===== src/rtl/spi_cmd_pkg.sv =====
package spi_cmd_pkg;

  localparam int unsigned BUS_W     = 32;
  localparam int unsigned START_BIT = 31;
  localparam int unsigned HOLD_BIT  = 12;
  localparam int unsigned CTRL_W    = 13;
  localparam int unsigned ADDR_W    = 24;
  localparam int unsigned BYTE_W    = 8;
  localparam int unsigned SR_W      = BYTE_W + ADDR_W + BYTE_W;

  localparam logic [3:0] PH_OPC = 4'h0;
  localparam logic [3:0] PH_RD  = 4'h1;
  localparam logic [3:0] PH_ADR = 4'h2;
  localparam logic [3:0] PH_ADW = 4'h3;

  typedef enum logic [1:0] {
    ST_IDLE,
    ST_LEAD,
    ST_SHIFT,
    ST_TRAIL
  } seq_state_e;

  typedef struct packed {
    logic [BYTE_W-1:0] opcode;
    logic [3:0]        phase;
    logic              hold;
    logic [ADDR_W-1:0] addr;
    logic [BYTE_W-1:0] wdata;
  } cmd_t;

endpackage


===== src/rtl/spi_cmd_regs.sv =====
module spi_cmd_regs
  import spi_cmd_pkg::*;
#(
  parameter int unsigned   AW       = 8,
  parameter logic [AW-1:0] CTRL_OFF = 'h40,
  parameter logic [AW-1:0] ADDR_OFF = 'h44,
  parameter logic [AW-1:0] DATA_OFF = 'h48
) (
  input  logic              clk,
  input  logic              rst_n,
  input  logic              bus_wr,
  input  logic [AW-1:0]     bus_addr,
  input  logic [BUS_W-1:0]  bus_wdata,
  output logic [BUS_W-1:0]  bus_rdata,
  input  logic              done,
  input  logic [BYTE_W-1:0] rx_byte,
  output logic              go,
  output logic              release_cs,
  output logic              busy,
  output cmd_t              cmd
);

  logic [CTRL_W-1:0] ctrl_q, ctrl_d;
  logic [ADDR_W-1:0] addr_q, addr_d;
  logic [BYTE_W-1:0] data_q, data_d;
  logic              busy_q, busy_d;
  logic              wr_ctrl, wr_addr, wr_data;
  logic              unused_wbits;

  assign wr_ctrl = bus_wr && (bus_addr == CTRL_OFF);
  assign wr_addr = bus_wr && (bus_addr == ADDR_OFF);
  assign wr_data = bus_wr && (bus_addr == DATA_OFF);
  assign unused_wbits = ^bus_wdata[START_BIT-1:ADDR_W];

  always_comb begin
    ctrl_d     = ctrl_q;
    addr_d     = addr_q;
    data_d     = data_q;
    busy_d     = busy_q;
    go         = 1'b0;
    release_cs = 1'b0;
    if (!busy_q) begin
      if (wr_addr) addr_d = bus_wdata[ADDR_W-1:0];
      if (wr_data) data_d = bus_wdata[BYTE_W-1:0];
      if (wr_ctrl) begin
        ctrl_d = bus_wdata[CTRL_W-1:0];
        if (bus_wdata[START_BIT]) begin
          busy_d = 1'b1;
          go     = 1'b1;
        end else begin
          release_cs = 1'b1;
        end
      end
    end else if (done) begin
      busy_d = 1'b0;
      if (ctrl_q[11:8] == PH_RD) data_d = rx_byte;
    end
  end

  always_comb begin
    cmd.opcode = ctrl_d[7:0];
    cmd.phase  = ctrl_d[11:8];
    cmd.hold   = ctrl_d[HOLD_BIT];
    cmd.addr   = addr_q;
    cmd.wdata  = data_q;
  end

  always_comb begin
    bus_rdata = '0;
    if (bus_addr == CTRL_OFF) begin
      bus_rdata[CTRL_W-1:0] = ctrl_q;
      bus_rdata[START_BIT]  = busy_q;
    end else if (bus_addr == ADDR_OFF) begin
      bus_rdata[ADDR_W-1:0] = addr_q;
    end else if (bus_addr == DATA_OFF) begin
      bus_rdata[BYTE_W-1:0] = data_q;
    end
  end

  assign busy = busy_q;

  always_ff @(posedge clk or negedge rst_n) begin
    if (!rst_n) begin
      ctrl_q <= '0;
      addr_q <= '0;
      data_q <= '0;
      busy_q <= 1'b0;
    end else begin
      ctrl_q <= ctrl_d;
      addr_q <= addr_d;
      data_q <= data_d;
      busy_q <= busy_d;
    end
  end

endmodule


===== src/rtl/spi_cmd_seq.sv =====
module spi_cmd_seq
  import spi_cmd_pkg::*;
#(
  parameter int unsigned DIV = 4
) (
  input  logic              clk,
  input  logic              rst_n,
  input  logic              go,
  input  logic              release_cs,
  input  cmd_t              cmd,
  input  logic              miso,
  output logic              sck,
  output logic              cs_n,
  output logic              mosi,
  output logic              done,
  output logic [BYTE_W-1:0] rx_byte
);

  localparam int unsigned HALF = DIV / 2;
  localparam int unsigned CW   = (DIV > 2) ? $clog2(DIV) : 1;
  localparam int unsigned BW   = $clog2(SR_W + 1);
  localparam logic [CW-1:0] CNT_LAST = CW'(DIV - 1);
  localparam logic [CW-1:0] CNT_RISE = CW'(HALF - 1);
  localparam logic [CW-1:0] CNT_HIGH = CW'(HALF);

  seq_state_e        state_q, state_d;
  logic [CW-1:0]     cnt_q, cnt_d, cnt_nx;
  logic [BW-1:0]     bits_q, bits_d;
  logic [SR_W-1:0]   sr_q, sr_d;
  logic [BYTE_W-1:0] rx_q, rx_d;
  logic              sck_q, sck_d, cs_n_q, cs_n_d, hold_q, hold_d;
  logic              has_adr, has_wr, has_rd;

  assign has_adr = (cmd.phase == PH_ADR) || (cmd.phase == PH_ADW);
  assign has_wr  = (cmd.phase == PH_ADW);
  assign has_rd  = (cmd.phase == PH_RD);
  assign cnt_nx  = (cnt_q == CNT_LAST) ? '0 : cnt_q + 1'b1;

  always_comb begin
    state_d = state_q;
    cnt_d   = cnt_q;
    bits_d  = bits_q;
    sr_d    = sr_q;
    rx_d    = rx_q;
    sck_d   = sck_q;
    cs_n_d  = cs_n_q;
    hold_d  = hold_q;
    done    = 1'b0;
    case (state_q)
      ST_IDLE: begin
        if (release_cs) cs_n_d = 1'b1;
        if (go) begin
          hold_d = cmd.hold;
          cnt_d  = '0;
          if (!cs_n_q) begin
            sr_d    = {(has_wr ? cmd.wdata : 8'h00), {(SR_W-BYTE_W){1'b0}}};
            bits_d  = (has_wr || has_rd) ? BW'(BYTE_W) : '0;
            state_d = (has_wr || has_rd) ? ST_SHIFT : ST_TRAIL;
          end else begin
            sr_d    = {cmd.opcode, (has_adr ? cmd.addr : 24'h0),
                       (has_wr ? cmd.wdata : 8'h00)};
            bits_d  = BW'(BYTE_W + (has_adr ? ADDR_W : 0) +
                          (has_wr ? BYTE_W : 0) + (has_rd ? BYTE_W : 0));
            cs_n_d  = 1'b0;
            state_d = ST_LEAD;
          end
        end
      end
      ST_LEAD: begin
        cnt_d = cnt_nx;
        if (cnt_q == CNT_LAST) state_d = ST_SHIFT;
      end
      ST_SHIFT: begin
        cnt_d = cnt_nx;
        sck_d = (cnt_nx >= CNT_HIGH);
        if (cnt_q == CNT_RISE) rx_d = {rx_q[BYTE_W-2:0], miso};
        if (cnt_q == CNT_LAST) begin
          sr_d   = {sr_q[SR_W-2:0], 1'b0};
          bits_d = bits_q - 1'b1;
          if (bits_q == BW'(1)) state_d = ST_TRAIL;
        end
      end
      ST_TRAIL: begin
        cnt_d = cnt_nx;
        if (cnt_q == CNT_LAST) begin
          done    = 1'b1;
          cs_n_d  = !hold_q;
          state_d = ST_IDLE;
        end
      end
      default: state_d = ST_IDLE;
    endcase
  end

  always_ff @(posedge clk or negedge rst_n) begin
    if (!rst_n) begin
      state_q <= ST_IDLE;
      cnt_q   <= '0;
      bits_q  <= '0;
      sr_q    <= '0;
      rx_q    <= '0;
      sck_q   <= 1'b0;
      cs_n_q  <= 1'b1;
      hold_q  <= 1'b0;
    end else begin
      state_q <= state_d;
      cnt_q   <= cnt_d;
      bits_q  <= bits_d;
      sr_q    <= sr_d;
      rx_q    <= rx_d;
      sck_q   <= sck_d;
      cs_n_q  <= cs_n_d;
      hold_q  <= hold_d;
    end
  end

  assign sck     = sck_q;
  assign cs_n    = cs_n_q;
  assign mosi    = sr_q[SR_W-1];
  assign rx_byte = rx_q;

endmodule


===== src/rtl/spi_cmd_engine.sv =====
module spi_cmd_engine
  import spi_cmd_pkg::*;
#(
  parameter int unsigned   DIV      = 4,
  parameter int unsigned   AW       = 8,
  parameter logic [AW-1:0] CTRL_OFF = 'h40,
  parameter logic [AW-1:0] ADDR_OFF = 'h44,
  parameter logic [AW-1:0] DATA_OFF = 'h48
) (
  input  logic          clk,
  input  logic          rst_n,
  input  logic          bus_wr,
  input  logic [AW-1:0] bus_addr,
  input  logic [31:0]   bus_wdata,
  output logic [31:0]   bus_rdata,
  output logic          spi_sck,
  output logic          spi_cs_n,
  output logic          spi_mosi,
  input  logic          spi_miso
);

  cmd_t              cmd;
  logic              go, release_cs, busy, done;
  logic [BYTE_W-1:0] rx_byte;
  logic [ADDR_W-1:0] addr_cur;

  assign addr_cur = cmd.addr;

  spi_cmd_regs #(
    .AW(AW), .CTRL_OFF(CTRL_OFF), .ADDR_OFF(ADDR_OFF), .DATA_OFF(DATA_OFF)
  ) u_regs (
    .clk(clk), .rst_n(rst_n), .bus_wr(bus_wr), .bus_addr(bus_addr),
    .bus_wdata(bus_wdata), .bus_rdata(bus_rdata), .done(done),
    .rx_byte(rx_byte), .go(go), .release_cs(release_cs), .busy(busy),
    .cmd(cmd)
  );

  spi_cmd_seq #(.DIV(DIV)) u_seq (
    .clk(clk), .rst_n(rst_n), .go(go), .release_cs(release_cs), .cmd(cmd),
    .miso(spi_miso), .sck(spi_sck), .cs_n(spi_cs_n), .mosi(spi_mosi),
    .done(done), .rx_byte(rx_byte)
  );

endmodule


===== config.mk =====
export PLATFORM = sky130hd
export DESIGN_NAME = spi_cmd_engine
export DESIGN_NICKNAME = d
export VERILOG_FILES = /design/src/rtl/spi_cmd_pkg.sv /design/src/rtl/spi_cmd_regs.sv /design/src/rtl/spi_cmd_seq.sv /design/src/rtl/spi_cmd_engine.sv
export SDC_FILE = /design/constraint.sdc
export NUM_CORES = 1
export LEC_CHECK = 0
export BUFFER_PORTS_ARGS = -buffer_cell sky130_fd_sc_hd__buf_2
export CAP_MARGIN = 20
export CORE_ASPECT_RATIO = 0.75
export CORE_UTILIZATION = 50
export CTS_CLUSTER_DIAMETER = 40
export CTS_CLUSTER_SIZE = 20
export DETAILED_ROUTE_END_ITERATION = 12
export GPL_ROUTABILITY_DRIVEN = 0
export PLACE_DENSITY = 0.71
export SYNTH_ARGS = -nofsm -noshare
export SYNTH_HDL_FRONTEND = slang
export SYNTH_SLANG_ARGS = --single-unit

===== constraint.sdc =====
create_clock -name clk -period 3.05 [get_ports clk]
set_input_delay 0.305 -clock clk [delete_from_list [all_inputs] [get_ports clk]]
set_output_delay 0.305 -clock clk [all_outputs]
set_load 0.1 [all_outputs]

==> key figures, run 1 <==
Logic synthesis
  – Post-synth design cell area: about 5700 sq um
  – Mux cell area share after synthesis: under 10%
  – Yosys reg bits: about 110
  – Post-synth EDFFs: 0
  – Sequential area share after synthesis: 47.1%
  – Post-synth top area cell: dfrtp_1
  – Synth top area share: a little under half
  – Post-Synth Simple-Gate Area: a little under a fifth
  – Distinct cells, synth: 51
  – Largest family of logic cells by synthesized area: simple AND/OR/NAND/NOR gates
  – Synth Flop Type: dfrtp_1
  – Yosys warnings: 0
  – Dominant cells by area after synthesis: dfrtp_1 (47%), mux2i_1 (4.4%), a21oi_1 (4.2%), nor2_1 (4.2%), mux2_2 (4.2%)
  – Post-Synth Adder-Cell Area: 3.12%
  – Post-Synthesis Cells: a little under 600
  – Post-synth ARST share: between 90% and 100%
  – Compound-cell area share of the yosys netlist: about 16%
  – Xor and xnor area share after synthesis: 0.154%
  – Mean post-synth cell area: around 9.7 sq um

Global routing
  – Met1 Resource Use GR: between 30 and 40%
  – First-pass GRT wire length: ~24 mm
  – GR Util met2: about two fifths
  – Vias in the first global route: between 4000 and 5000
  – All-layer global routing usage: between 20% and 30%
  – Initial antenna violation count: 0
  – Met3 usage: ~5.4%
  – Largest net degree at the start of global routing: 67
  – Grt peak-use layer: met2
  – Total grt overflow: 0

Setup path
  – CP Data Required Time: between 3 and 4 ns
  – Worst EP arrival: approximately 3.2 ns
  – Crit Path Category: reg2reg
  – WP depth: 12
  – CP delay by family, top: simple AND/OR/NAND/NOR gates
  – CP Max Fanout: 8
  – Reg2reg path depth: 12
  – CP cell instances: nor4b_4 -> nand3_4 -> o21ai_0 -> nand2_1 -> ha_1 -> inv_1 -> ha_1 -> inv_1 -> fa_1 -> nor2_1 -> o22ai_1 -> a21oi_1
  – Worst Setup SP: u_regs.busy
  – Crit. End Element: flop
  – Buffers and inverters on the worst path: 2
  – Reg2reg start: u_regs.busy
  – Slowest library cell on the worst path: nor4b_4
  – Crit-path max cell delay: roughly 0.47 ns
  – Worst setup SP type: flop

STA
  – Slew @ Worst Pin: 0.560 ns
  – Final Skew: 0.00769 ns
  – # setup viols final: 0
  – RSZ-0062 raised after global routing: no
  – Final Max Slew Viols: 0
  – Max frequency: ~350 MHz
  – Post-route setup slack: 0.157 ns
  – Final hold viol count: 0
  – Relative slew slack: 62.7%
  – Crit path time final: 2.89 ns
  – Period utilization: 94.9%

Finish
  – Multi-input logic area: roughly 2700 sq um
  – # fillers: around 930
  – Share of layout cells above drive strength 1: about a fifth
  – Leading cell type in the layout, fill and taps excluded: dfrtp_1
  – Diode count: 0
  – Area Overhead vs Synth: 16.9%
  – Most frequent cells in the layout: dfrtp_1 (106), nor2_1 (64), buf_2 (52)
  – Final #Nets: roughly 700
  – FF+latch area: 2680 sq um

Detailed routing
  – Vias: 4813
  – First-pass iteration count of the detailed router: 9
  – DR WL/cell: around 18 um
  – Initial drt markers: between 400 and 500
  – DRC Markers: 6
  – Post-Route WL: 14.6 mm
  – Detail Route Antenna Nets: 0
  – Routed vias/inst: about 6

Placed design
  – Setup WS pre-CTS: approximately 0.25 ns
  – Detailed placer's ending HPWL: slightly above 10 mm
  – PortBufs: 64

Clock tree
  – TritonCTS buffer count: 9
  – H-tree levels: 3
  – CTS max path bufs: 2
  – Root Driver: clkbuf_16
  – CTS sink count: 107
  – Clock transition at path regs: approximately 0.070 ns
  – Latest clock arrival within the worst-skew pair: between 0.3 and 0.4 ns
  – CTS tree: built
  – Postcts setup bufs: 0

Floorplan
  – Core area: about 11000 sq um
  – Initial Utilization: around half
  – Core Rows: 33
  – DIE AREA: between 10000 and 15000 sq um
  – I/O Pins: slightly below 80
  – Die Ht: 94.4 um
  – Die X: 125 um

Hold path
  – Worst hold stages: 3
  – Hold Crit Start: bus_wdata[19]
  – Worst min-delay path category: in2reg

Power
  – Cell leakage power: approximately 3.2 nW
  – Max VDD drop: between 200 and 300 uV
  – PwrDens: approximately 440 nW/um^2
  – Overall power: 2.93 mW

Status
  – Failing checks: DRC
  – Status: complete, but fails checks

Job
  – Max_cap viols: 0
[worst paths after layout]
check / to / slack, ns
setup / recovery: u_seq.bits_q[4] / 0.16
hold / removal: u_regs.addr_q[19] / 0.17
setup reg to reg: u_seq.bits_q[4] / 0.16
hold reg to reg: u_regs.ctrl_q[5] / 0.51
max in group asynchronous: u_seq.sr_q[11] / 1.82
min in group asynchronous: u_seq.state_q[1] / 0.48
[synth_stat cells (2+ instances only)]
cell,n
inv_1,39
a221o_1,15
o22ai_1,28
a21oi_1,48
and2_1,16
buf_4,10
nand2_2,2
nor3b_1,10
ha_1,11
dfrtp_1,106
mux2_2,21
nor4b_4,2
nor3_1,7
nand2_1,27
fa_1,2
nand3_1,40
nand4_1,10
a211oi_1,2
nand2b_1,3
o21ai_0,31
buf_2,18
buf_6,2
nor2b_1,4
nor2_1,64
a32oi_1,7
clkbuf_1,12
mux2i_1,25
buf_1,4
[what timing repair did]
item,4_1_cts,5_1_grt
hold endpoints to repair,41,0
gates resized for setup,0,0
hold buffers,1,0
[cell families (layout without fill, tap and decap cells)]
group | after synthesis | in the layout
and+or+nand+nor | 193 | 193
AOI/OAI and AO/OA | 142 | 142
DFF | 107 | 107
buffers and inverters | 85 | 141
muxes | 47 | 47
adders and majority gates | 13 | 13
other | 1 | 7
xor gates and xnor gates | 1 | 1
[per-layer routing]
layer / part of all wire, % / wire, um
met5: 0 / 0
met1: 46 / 6700
met2: 46 / 6720
met4: 1.2 / 173
met3: 7.0 / 1020
[worst register-to-register path, stage by stage, from the launching register on]
cell and delay, ns:
dfrtp_1 0.41, nor4b_4 0.47, nand3_4 0.20, o21ai_0 0.28
nand2_1 0.13, ha_1 0.30, inv_1 0.04, ha_1 0.16
inv_1 0.08, fa_1 0.41, nor2_1 0.12, o22ai_1 0.08
a21oi_1 0.14
[sequential cells by signal (all words and copies together) (netlist names)]
name / count
u_seq.hold_q: 1
u_regs.data_q: 8
u_regs.ctrl_q: 13
u_regs.addr_q: 24
u_seq.sr_q: 40
u_seq.state_q: 2
u_seq.bits_q: 6
u_seq.cnt_q: 2
u_seq.sck: 1
u_seq.cs_n: 1
u_seq.rx_byte: 8
u_regs.busy: 1
[final cells by class]
type	instances	share of cell area (%)
clock buffer	11	3.80
inverter	39	2.20
multi-input combinational	403	39.8
timing repair buffer	86	10.0
clock inverter	5	1.24
tap	140	2.63
sequential	107	40.3
[report_power, final]
| part | leakage (nW) | internal [mW] | switching [mW] |
|---|---|---|---|
| registers | 1.30 | 1.43 | 0.0141 |
| clock network | 0.166 | 0.768 | 0.538 |
| logic | 1.76 | 0.0505 | 0.129 |
| total | 3.23 | 2.25 | 0.680 |
[stage by stage]
stage / TNS, ns / utilization (%) / instances / hold slack, ns / area [sq um]
floorplan: -2.31 / - / 595 / 0.00941 / 5720
global placement: 0 / 57.2 / 774 / 0.332 / 6310
detailed placement: 0 / 57.2 / 774 / 0.337 / 6310
CTS: 0 / 60.4 / 791 / 0.168 / 6650
global route: 0 / 60.4 / 791 / 0.175 / 6650
finish: 0 / 60.4 / 791 / 0.173 / 6650
Power figures use the tool's default switching activity.
==> inputs of run 2 (changes only) <==
--- a/config.mk
+++ b/config.mk
@@ -13,7 +13,9 @@
 export CTS_CLUSTER_SIZE = 20
 export DETAILED_ROUTE_END_ITERATION = 12
 export GPL_ROUTABILITY_DRIVEN = 0
-export PLACE_DENSITY = 0.71
+export PLACE_DENSITY = 0.74
+export SLEW_MARGIN = 20
 export SYNTH_ARGS = -nofsm -noshare
 export SYNTH_HDL_FRONTEND = slang
+export SYNTH_HIERARCHICAL = 1
 export SYNTH_SLANG_ARGS = --single-unit
==> constraint.sdc (replaced) <==
create_clock -name clk -period 2.5 [get_ports clk]
set_input_delay 0.25 -clock clk [delete_from_list [all_inputs] [get_ports clk]]
set_output_delay 0.25 -clock clk [all_outputs]
set_load 0.1 [all_outputs]
==> key figures, run 2 <==
Detailed routing
  – Vias: 4359 (was 4813)
  – DR WL/cell: 19.2 um (was 18.5 um)
  – Post-Route WL: 14.2 mm (was 14.6 mm)
  – Routed vias/inst: 5.92 (was 6.08)
  – First-pass iteration count of the detailed router: 5 (was 9)
  – Initial drt markers: 388 (was 469)
  – Detail Route Antenna Nets: 0 (unchanged)
  – DRC Markers: 0 (was 6)

STA
  – Final hold slack: 0.131 ns (was 0.173 ns)
  – Period utilization: 108% (was 94.9%)
  – Slew @ Worst Pin: 0.577 ns (was 0.560 ns)
  – Total negative slack: -4.16 ns (was 0 ns)
  – Post-route setup slack: -0.205 ns (was 0.157 ns)
  – Final Skew: 0.00861 ns (was 0.00769 ns)
  – # setup viols final: 41 (was 0)
  – Crit path time final: 2.71 ns (was 2.89 ns)
  – Relative slew slack: 61.5% (was 62.7%)
  – Final hold viol count: 0 (unchanged)
  – Final Max Slew Viols: 0 (unchanged)
  – RSZ-0062 raised after global routing: yes (was no)
  – Max frequency: 370 MHz (was 346 MHz)

Power
  – PwrDens: 523 nW/um^2 (was 440 nW/um^2)
  – Overall power: 3.49 mW (was 2.93 mW)
  – Max VDD drop: 370 uV (was 286 uV)
  – Cell leakage power: 3.28 nW (was 3.23 nW)

Global routing
  – Vias in the first global route: 4300 (was 4518)
  – Initial antenna violation count: 0 (unchanged)
  – First-pass GRT wire length: 22.3 mm (was 24.0 mm)
  – Total grt overflow: 0 (unchanged)
  – All-layer global routing usage: 25.6% (was 26.1%)
  – Largest net degree at the start of global routing: 45 (was 67)

Clock tree
  – CTS tree: built (unchanged)
  – Clock transition at path regs: 0.07 ns (about the same)
  – CTS max path bufs: 2 (unchanged)
  – H-tree levels: 3 (unchanged)
  – TritonCTS buffer count: 9 (unchanged)
  – Root Driver: clkbuf_16 (unchanged)
  – CTS sink count: 107 (unchanged)
  – Latest clock arrival within the worst-skew pair: 0.35 ns (about the same)

Logic synthesis
  – Post-synth ARST share: 100% (unchanged)
  – Yosys warnings: 6 (was 0)
  – Compound-cell area share of the yosys netlist: 11.0% (was 15.7%)
  – Post-Synth Simple-Gate Area: 15.4% (was 18.0%)
  – Distinct cells, synth: 56 (was 51)
  – Post-synth design cell area: 5500 sq um (was 5690 sq um)
  – Mean post-synth cell area: 10.8 sq um (was 9.66 sq um)
  – Dominant cells by area after synthesis: dfrtp_1 (48%), mux2_2 (11%), nor2_1 (6.3%), a221oi_1 (4.8%), mux2i_1 (3.1%) (was dfrtp_1 (47%), mux2i_1 (4.4%), a21oi_1 (4.2%), nor2_1 (4.2%), mux2_2 (4.2%))
  – Xor and xnor area share after synthesis: 0.159% (was 0.154%)
  – Synth top area share: 48.2% (was 46.6%)
  – Post-synth top area cell: dfrtp_1 (unchanged)
  – Largest family of logic cells by synthesized area: multiplexers (was simple AND/OR/NAND/NOR gates)
  – Most frequent cell after synthesis: dfrtp_1 (unchanged)
  – Mux cell area share after synthesis: 17.0% (was 8.95%)
  – Sequential area share after synthesis: 48.7% (was 47.1%)
  – Synth Flop Type: dfrtp_1 (unchanged)
  – Post-Synth Adder-Cell Area: 2.28% (was 3.12%)
  – Top cells by count, synth: dfrtp_1 (106), nor2_1 (92), mux2_2 (53) (was dfrtp_1 (106), nor2_1 (64), a21oi_1 (48))
  – Yosys reg bits: 107 (unchanged)
  – Post-synth EDFFs: 0 (unchanged)
  – Post-Synthesis Cells: 510 (was 589)

Setup path
  – Reg2reg path depth: 9 (was 12)
  – Reg2Reg Setup Slack: -0.21 ns (was 0.16 ns)
  – Worst r2r dst: u_seq/bits_q[3] (was u_seq.bits_q[4])
  – Crit. End Element: flop (unchanged)
  – CP Max Fanout: 5 (was 8)
  – Crit Path Category: reg2reg (unchanged)
  – Worst EP arrival: 2.93 ns (was 3.16 ns)
  – CP Data Required Time: 2.72 ns (was 3.32 ns)
  – Reg2reg start: u_regs/busy (was u_regs.busy)
  – Worst setup SP type: flop (unchanged)

Floorplan
  – Die X: 123 um (was 125 um)
  – DIE AREA: 11400 sq um (was 11800 sq um)
  – Core Rows: 32 (was 33)
  – Die Ht: 92.8 um (was 94.4 um)
  – Initial Utilization: 52.4% (was 51.6%)
  – Core area: 10500 sq um (was 11000 sq um)
  – I/O Pins: 79 (unchanged)

Finish
  – Number of flip-flops under the largest register name: 40 (unchanged)
  – # fillers: 794 (was 925)
  – Diode count: 0 (unchanged)
  – Final #Nets: 649 (was 703)
  – Fin area: 6680 sq um (was 6650 sq um)
  – Biggest regs: u_seq/sr_q: 40 flops, u_regs/addr_q: 24 flops, u_regs/ctrl_q: 13 flops (was u_seq.sr_q: 40 flops, u_regs.addr_q: 24 flops, u_regs.ctrl_q: 13 flops)
  – Final non-filler cell total: 736 (was 791)
  – Leading cell type in the layout, fill and taps excluded: dfrtp_1 (unchanged)
  – Most frequent cells in the layout: dfrtp_1 (106), nor2_1 (91), buf_2 (60) (was dfrtp_1 (106), nor2_1 (64), buf_2 (52))
  – Largest register by flop count: u_seq/sr_q (was u_seq.sr_q)
  – Area Overhead vs Synth: 21.4% (was 16.9%)
  – Util after Layout: 63.6% (was 60.4%)
  – Share of layout cells above drive strength 1: 38.0% (was 21.2%)

Hold path
  – Hold Crit Start: bus_wdata[22] (was bus_wdata[19])
  – Worst hold stages: 2 (was 3)
  – Hold EP: u_regs/addr_q[22] (was u_regs.addr_q[19])
  – Worst min-delay path category: in2reg (unchanged)

Job
  – Max_cap viols: 0 (unchanged)

Placed design
  – Detailed placer's ending HPWL: 9.66 mm (was 10.2 mm)
  – Setup WS pre-CTS: -0.669 ns (was 0.247 ns)
  – PortBufs: 64 (unchanged)
  – Post-Place Cells: 713 (was 774)
  – Post-DP Area: 6170 sq um (was 6310 sq um)

Status
  – Status: complete, but fails checks (unchanged)
  – Failing checks: setup timing (was DRC)
run 2: critical path, cell delays in order (launching register included):
cell	delay (ns)
dfrtp_1	0.40
inv_2	0.07
nand2_2	0.06
or4_4	0.48
mux2_4	0.34
or3b_4	0.40
or2_4	0.24
ha_4	0.22
a2111oi_4	0.29
a211oi_2	0.07
run 2: timing repair:
action	4_1_cts	5_1_grt
hold buffers	1	0
setup buffers	2	3
pin swaps	1	8
resized for setup	7	16
hold endpoints to repair	40	0
cloned	0	1
setup endpoints to repair	43	42
run 2: metal layers:
metal,GRT usage (%),wire (um)
met5,0,0
met4,7.33,274
met3,5.42,1040
met2,40.1,6600
met1,35.8,6250
run 2: power by group:
| part | leakage, nW | switching [mW] | internal [mW] |
|---|---|---|---|
| combinational | 1.69 | 0.125 | 0.0536 |
| sequential | 1.43 | 0.0150 | 1.74 |
| clock | 0.159 | 0.647 | 0.906 |
| total | 3.28 | 0.787 | 2.70 |
run 2: how the worst max path moves through the flow:
stage	startpoint	to
3_3_place_gp	bus_addr[4]	u_seq/bits_q[3]
3_5_place_dp	bus_addr[4]	u_seq/bits_q[3]
4_1_cts	u_regs/busy	u_seq/bits_q[3]
6_report	u_regs/busy	u_seq/bits_q[3]
2_1_floorplan	bus_addr[4]	u_seq/bits_q[3]
5_1_grt	u_regs/busy	u_seq/bits_q[3]
run 2: cell type report:
class / count / area, sq um / share of cell area (%)
tap: 136 / 170 / 2.55
inverter: 10 / 37.5 / 0.562
clock inverter: 6 / 86.3 / 1.29
clock buffer: 10 / 239 / 3.58
multi-input combinational: 359 / 2710 / 40.6
timing repair buffer: 108 / 754 / 11.3
sequential: 107 / 2680 / 40.1
run 2: cell families (layout without fill, tap and decap cells):
logic type,count (synthesis),in the layout
XOR/XNOR,1,1
multiplexers,81,81
AO/OA/AOI/OAI,84,84
flip-flops,107,107
buffers and inverters,50,134
other,1,7
AND/OR/NAND/NOR,176,176
adder cells (fa/ha/maj),10,10
==> inputs of run 3 (changes only) <==
--- a/config.mk
+++ b/config.mk
@@ -14,6 +14,7 @@
 export DETAILED_ROUTE_END_ITERATION = 12
 export GPL_ROUTABILITY_DRIVEN = 0
 export PLACE_DENSITY = 0.74
+export SETUP_SLACK_MARGIN = 0.1
 export SLEW_MARGIN = 20
 export SYNTH_ARGS = -nofsm -noshare
 export SYNTH_HDL_FRONTEND = slang
==> constraint.sdc (replaced) <==
create_clock -name clk -period 2.5 [get_ports clk]
set_input_delay 0.375 -clock clk [delete_from_list [all_inputs] [get_ports clk]]
set_output_delay 0.375 -clock clk [all_outputs]
set_load 0.1 [all_outputs]
==> key figures, run 3 (synthesized netlist as in run 2, its figures left out) <==
Clock tree
  – Clock transition at path regs: 0.08 ns (was 0.07 ns)
  – H-tree levels: 3 (unchanged)
  – CTS tree: built (unchanged)
  – CTS sink count: 107 (unchanged)
  – TritonCTS buffer count: 9 (unchanged)
  – CTS max path bufs: 2 (unchanged)
  – Latest clock arrival within the worst-skew pair: 0.36 ns (was 0.35 ns)
  – Root Driver: clkbuf_16 (unchanged)

Global routing
  – Largest net degree at the start of global routing: 61 (was 45)
  – Total grt overflow: 0 (unchanged)
  – All-layer global routing usage: 25.8% (was 25.6%)
  – Initial antenna violation count: 0 (unchanged)
  – First-pass GRT wire length: 22.5 mm (was 22.3 mm)
  – Vias in the first global route: 4328 (was 4300)

Hold path
  – Worst min-delay path category: in2reg (unchanged)

STA
  – Total negative slack: -6.62 ns (was -4.16 ns)
  – Crit path time final: 2.79 ns (was 2.71 ns)
  – Period utilization: 112% (was 108%)
  – Post-route setup slack: -0.288 ns (was -0.205 ns)
  – Max frequency: 359 MHz (was 370 MHz)
  – # setup viols final: 35 (was 41)
  – Final hold slack: 0.247 ns (was 0.131 ns)
  – Final hold viol count: 0 (unchanged)
  – Final Max Slew Viols: 0 (unchanged)
  – Final Skew: 0.0104 ns (was 0.00861 ns)
  – RSZ-0062 raised after global routing: yes (unchanged)

Finish
  – Number of flip-flops under the largest register name: 40 (unchanged)
  – Leading cell type in the layout, fill and taps excluded: dfrtp_1 (unchanged)
  – Diode count: 0 (unchanged)
  – Largest register by flop count: u_seq/sr_q (unchanged)
  – Most frequent cells in the layout: dfrtp_1 (106), nor2_1 (84), mux2_2 (52) (was dfrtp_1 (106), nor2_1 (91), buf_2 (60))
  – Final #Nets: 654 (was 649)
  – Share of layout cells above drive strength 1: 39.0% (was 38.0%)
  – Biggest regs: u_seq/sr_q: 40 flops, u_regs/addr_q: 24 flops, u_regs/ctrl_q: 13 flops (unchanged)
  – Area Overhead vs Synth: 29.3% (was 21.4%)

Detailed routing
  – Met2 WL post-DR: 7.01 mm (was 6.60 mm)
  – Detail Route Antenna Nets: 0 (unchanged)
  – Initial drt markers: 356 (was 388)
  – DRC Markers: 0 (unchanged)
  – Top layer used by detailed routing: met4 (unchanged)
  – M1 wire length: 6.13 mm (was 6.25 mm)
  – First-pass iteration count of the detailed router: 4 (was 5)
  – Vias: 4416 (was 4359)
  – Post-Route WL: 14.4 mm (was 14.2 mm)
  – DR WL/cell: 19.4 um (was 19.2 um)
  – Routed length on met3: 1.08 mm (was 1.04 mm)
  – Routed vias/inst: 5.96 (was 5.92)

Status
  – Status: complete, but fails checks (unchanged)
  – Failing checks: setup timing (unchanged)

Power
  – Int Power: 2.53 mW (was 2.70 mW)
  – Max VDD drop: 335 uV (was 370 uV)
  – Switching Fraction: 26.0% (was 22.6%)
  – Switch Pwr: 0.886 mW (was 0.787 mW)
  – PwrDens: 480 nW/um^2 (was 523 nW/um^2)
  – Cell leakage power: 3.35 nW (was 3.28 nW)
  – Flop pwr share: 51.5% (was 50.4%)
  – Clock network fraction of total power: 43.2% (was 44.5%)
  – Overall power: 3.41 mW (was 3.49 mW)
  – Comb pwr share: 5.3% (was 5.1%)

Placed design
  – PortBufs: 64 (unchanged)
  – Detailed placer's ending HPWL: 9.67 mm (was 9.66 mm)

Setup path
  – CP Data Required Time: 2.72 ns (about the same)
  – Reg2Reg Setup Slack: -0.23 ns (was -0.21 ns)
  – Slowest library cell on the worst path: or4_4 (unchanged)
  – Worst EP arrival: 3.01 ns (was 2.93 ns)
  – Buffers and inverters on the worst path: 1 (unchanged)
  – Worst setup SP type: input pin (was flop)
  – CP Max Fanout: 5 (unchanged)
  – CP delay by family, top: simple AND/OR/NAND/NOR gates (unchanged)
  – Crit-path max cell delay: 0.55 ns (was 0.48 ns)
  – Crit. End Element: flop (unchanged)
  – CP cell instances: buf_6 -> nor4_4 -> nand2_2 -> or4_4 -> mux2_4 -> or3b_4 -> or2_4 -> ha_4 -> and3_4 -> mux2i_1 -> o211ai_1 (was inv_2 -> nand2_2 -> or4_4 -> mux2_4 -> or3b_4 -> or2_4 -> ha_4 -> a2111oi_4 -> a211oi_2)
  – Crit Path Category: in2reg (was reg2reg)

Floorplan
  – DIE AREA: 11400 sq um (unchanged)
  – I/O Pins: 79 (unchanged)
  – Core Rows: 32 (unchanged)
  – Core area: 10500 sq um (unchanged)
  – Die X: 123 um (unchanged)
  – Die Ht: 92.8 um (unchanged)
  – Initial Utilization: 52.4% (unchanged)

Job
  – Max_cap viols: 0 (unchanged)
-- run 3: changes by cell type in the layout (fill, tap and decap cells not counted), sizes merged --
cell      change
buf           +5
bufinv        -2
clkinvlp      -1
clkbuf        -1
inv           +4
-- run 3: path summary, 6_finish.rpt --
kind,start,to,cells after the start
min in group asynchronous,rst_n,u_seq/sr_q[18],2
worst max-delay path,bus_addr[4],u_seq/bits_q[4],11
worst max register to register,u_regs/busy,u_seq/bits_q[4],10
max in group asynchronous,rst_n,u_regs/ctrl_q[5],3
worst min-delay path,bus_wdata[17],u_regs/addr_q[17],2
worst min register to register,u_seq/hold_q,u_seq/cs_n,2
-- run 3: timing repair --
item | in CTS | in global routing
pin swaps | 5 | 5
hold endpoints to repair | 23 | 0
endpoints found under the setup margin | 44 | 44
setup buffers | 4 | 7
hold buffers | 1 | 0
gates cloned | 0 | 2
gates resized for setup | 19 | 11
-- run 3: metal layers --
| layer | vias up | track usage [%] |
|---|---|---|
| li1 | 1994 | - |
| met1 | 2214 | 35.5 |
| met2 | 189 | 40.4 |
| met3 | 19 | 7.08 |
| met4 | 0 | 6.02 |
| met5 | - | 0 |
-- run 3: power groups by stage --
stage / clock [mW] / combinational (mW) / sequential (mW)
after global routing: 1.57 / 0.196 / 1.76
after floorplan: 0 / 0.0951 / 1.79
final: 1.47 / 0.181 / 1.76
after CTS: 1.50 / 0.182 / 1.76
after global placement: 0 / 0.176 / 1.79
after detailed placement: 0 / 0.178 / 1.79
-- run 3: metrics by stage --
stage / setup WS, ns / cell area, sq um / utilization, % / cells
after global routing: -0.330 / 7110 / 67.7 / 741
after global placement: -0.742 / 6530 / 62.3 / 712
after CTS: -0.233 / 6980 / 66.5 / 733
final: -0.288 / 7110 / 67.7 / 741
after floorplan: -0.766 / 5620 / - / 516
after detailed placement: -0.862 / 6530 / 62.3 / 712
-- run 3: layout make-up --
type                            count  area (sq um)
Fill cell                         722          3380
Multi-Input combinational cell    359          2750
Sequential cell                   107          2680
Timing Repair Buffer              113          1160
Clock buffer                        9           225
Tap cell                          136           170
Clock inverter                      7          86.3
Inverter                           10          37.5
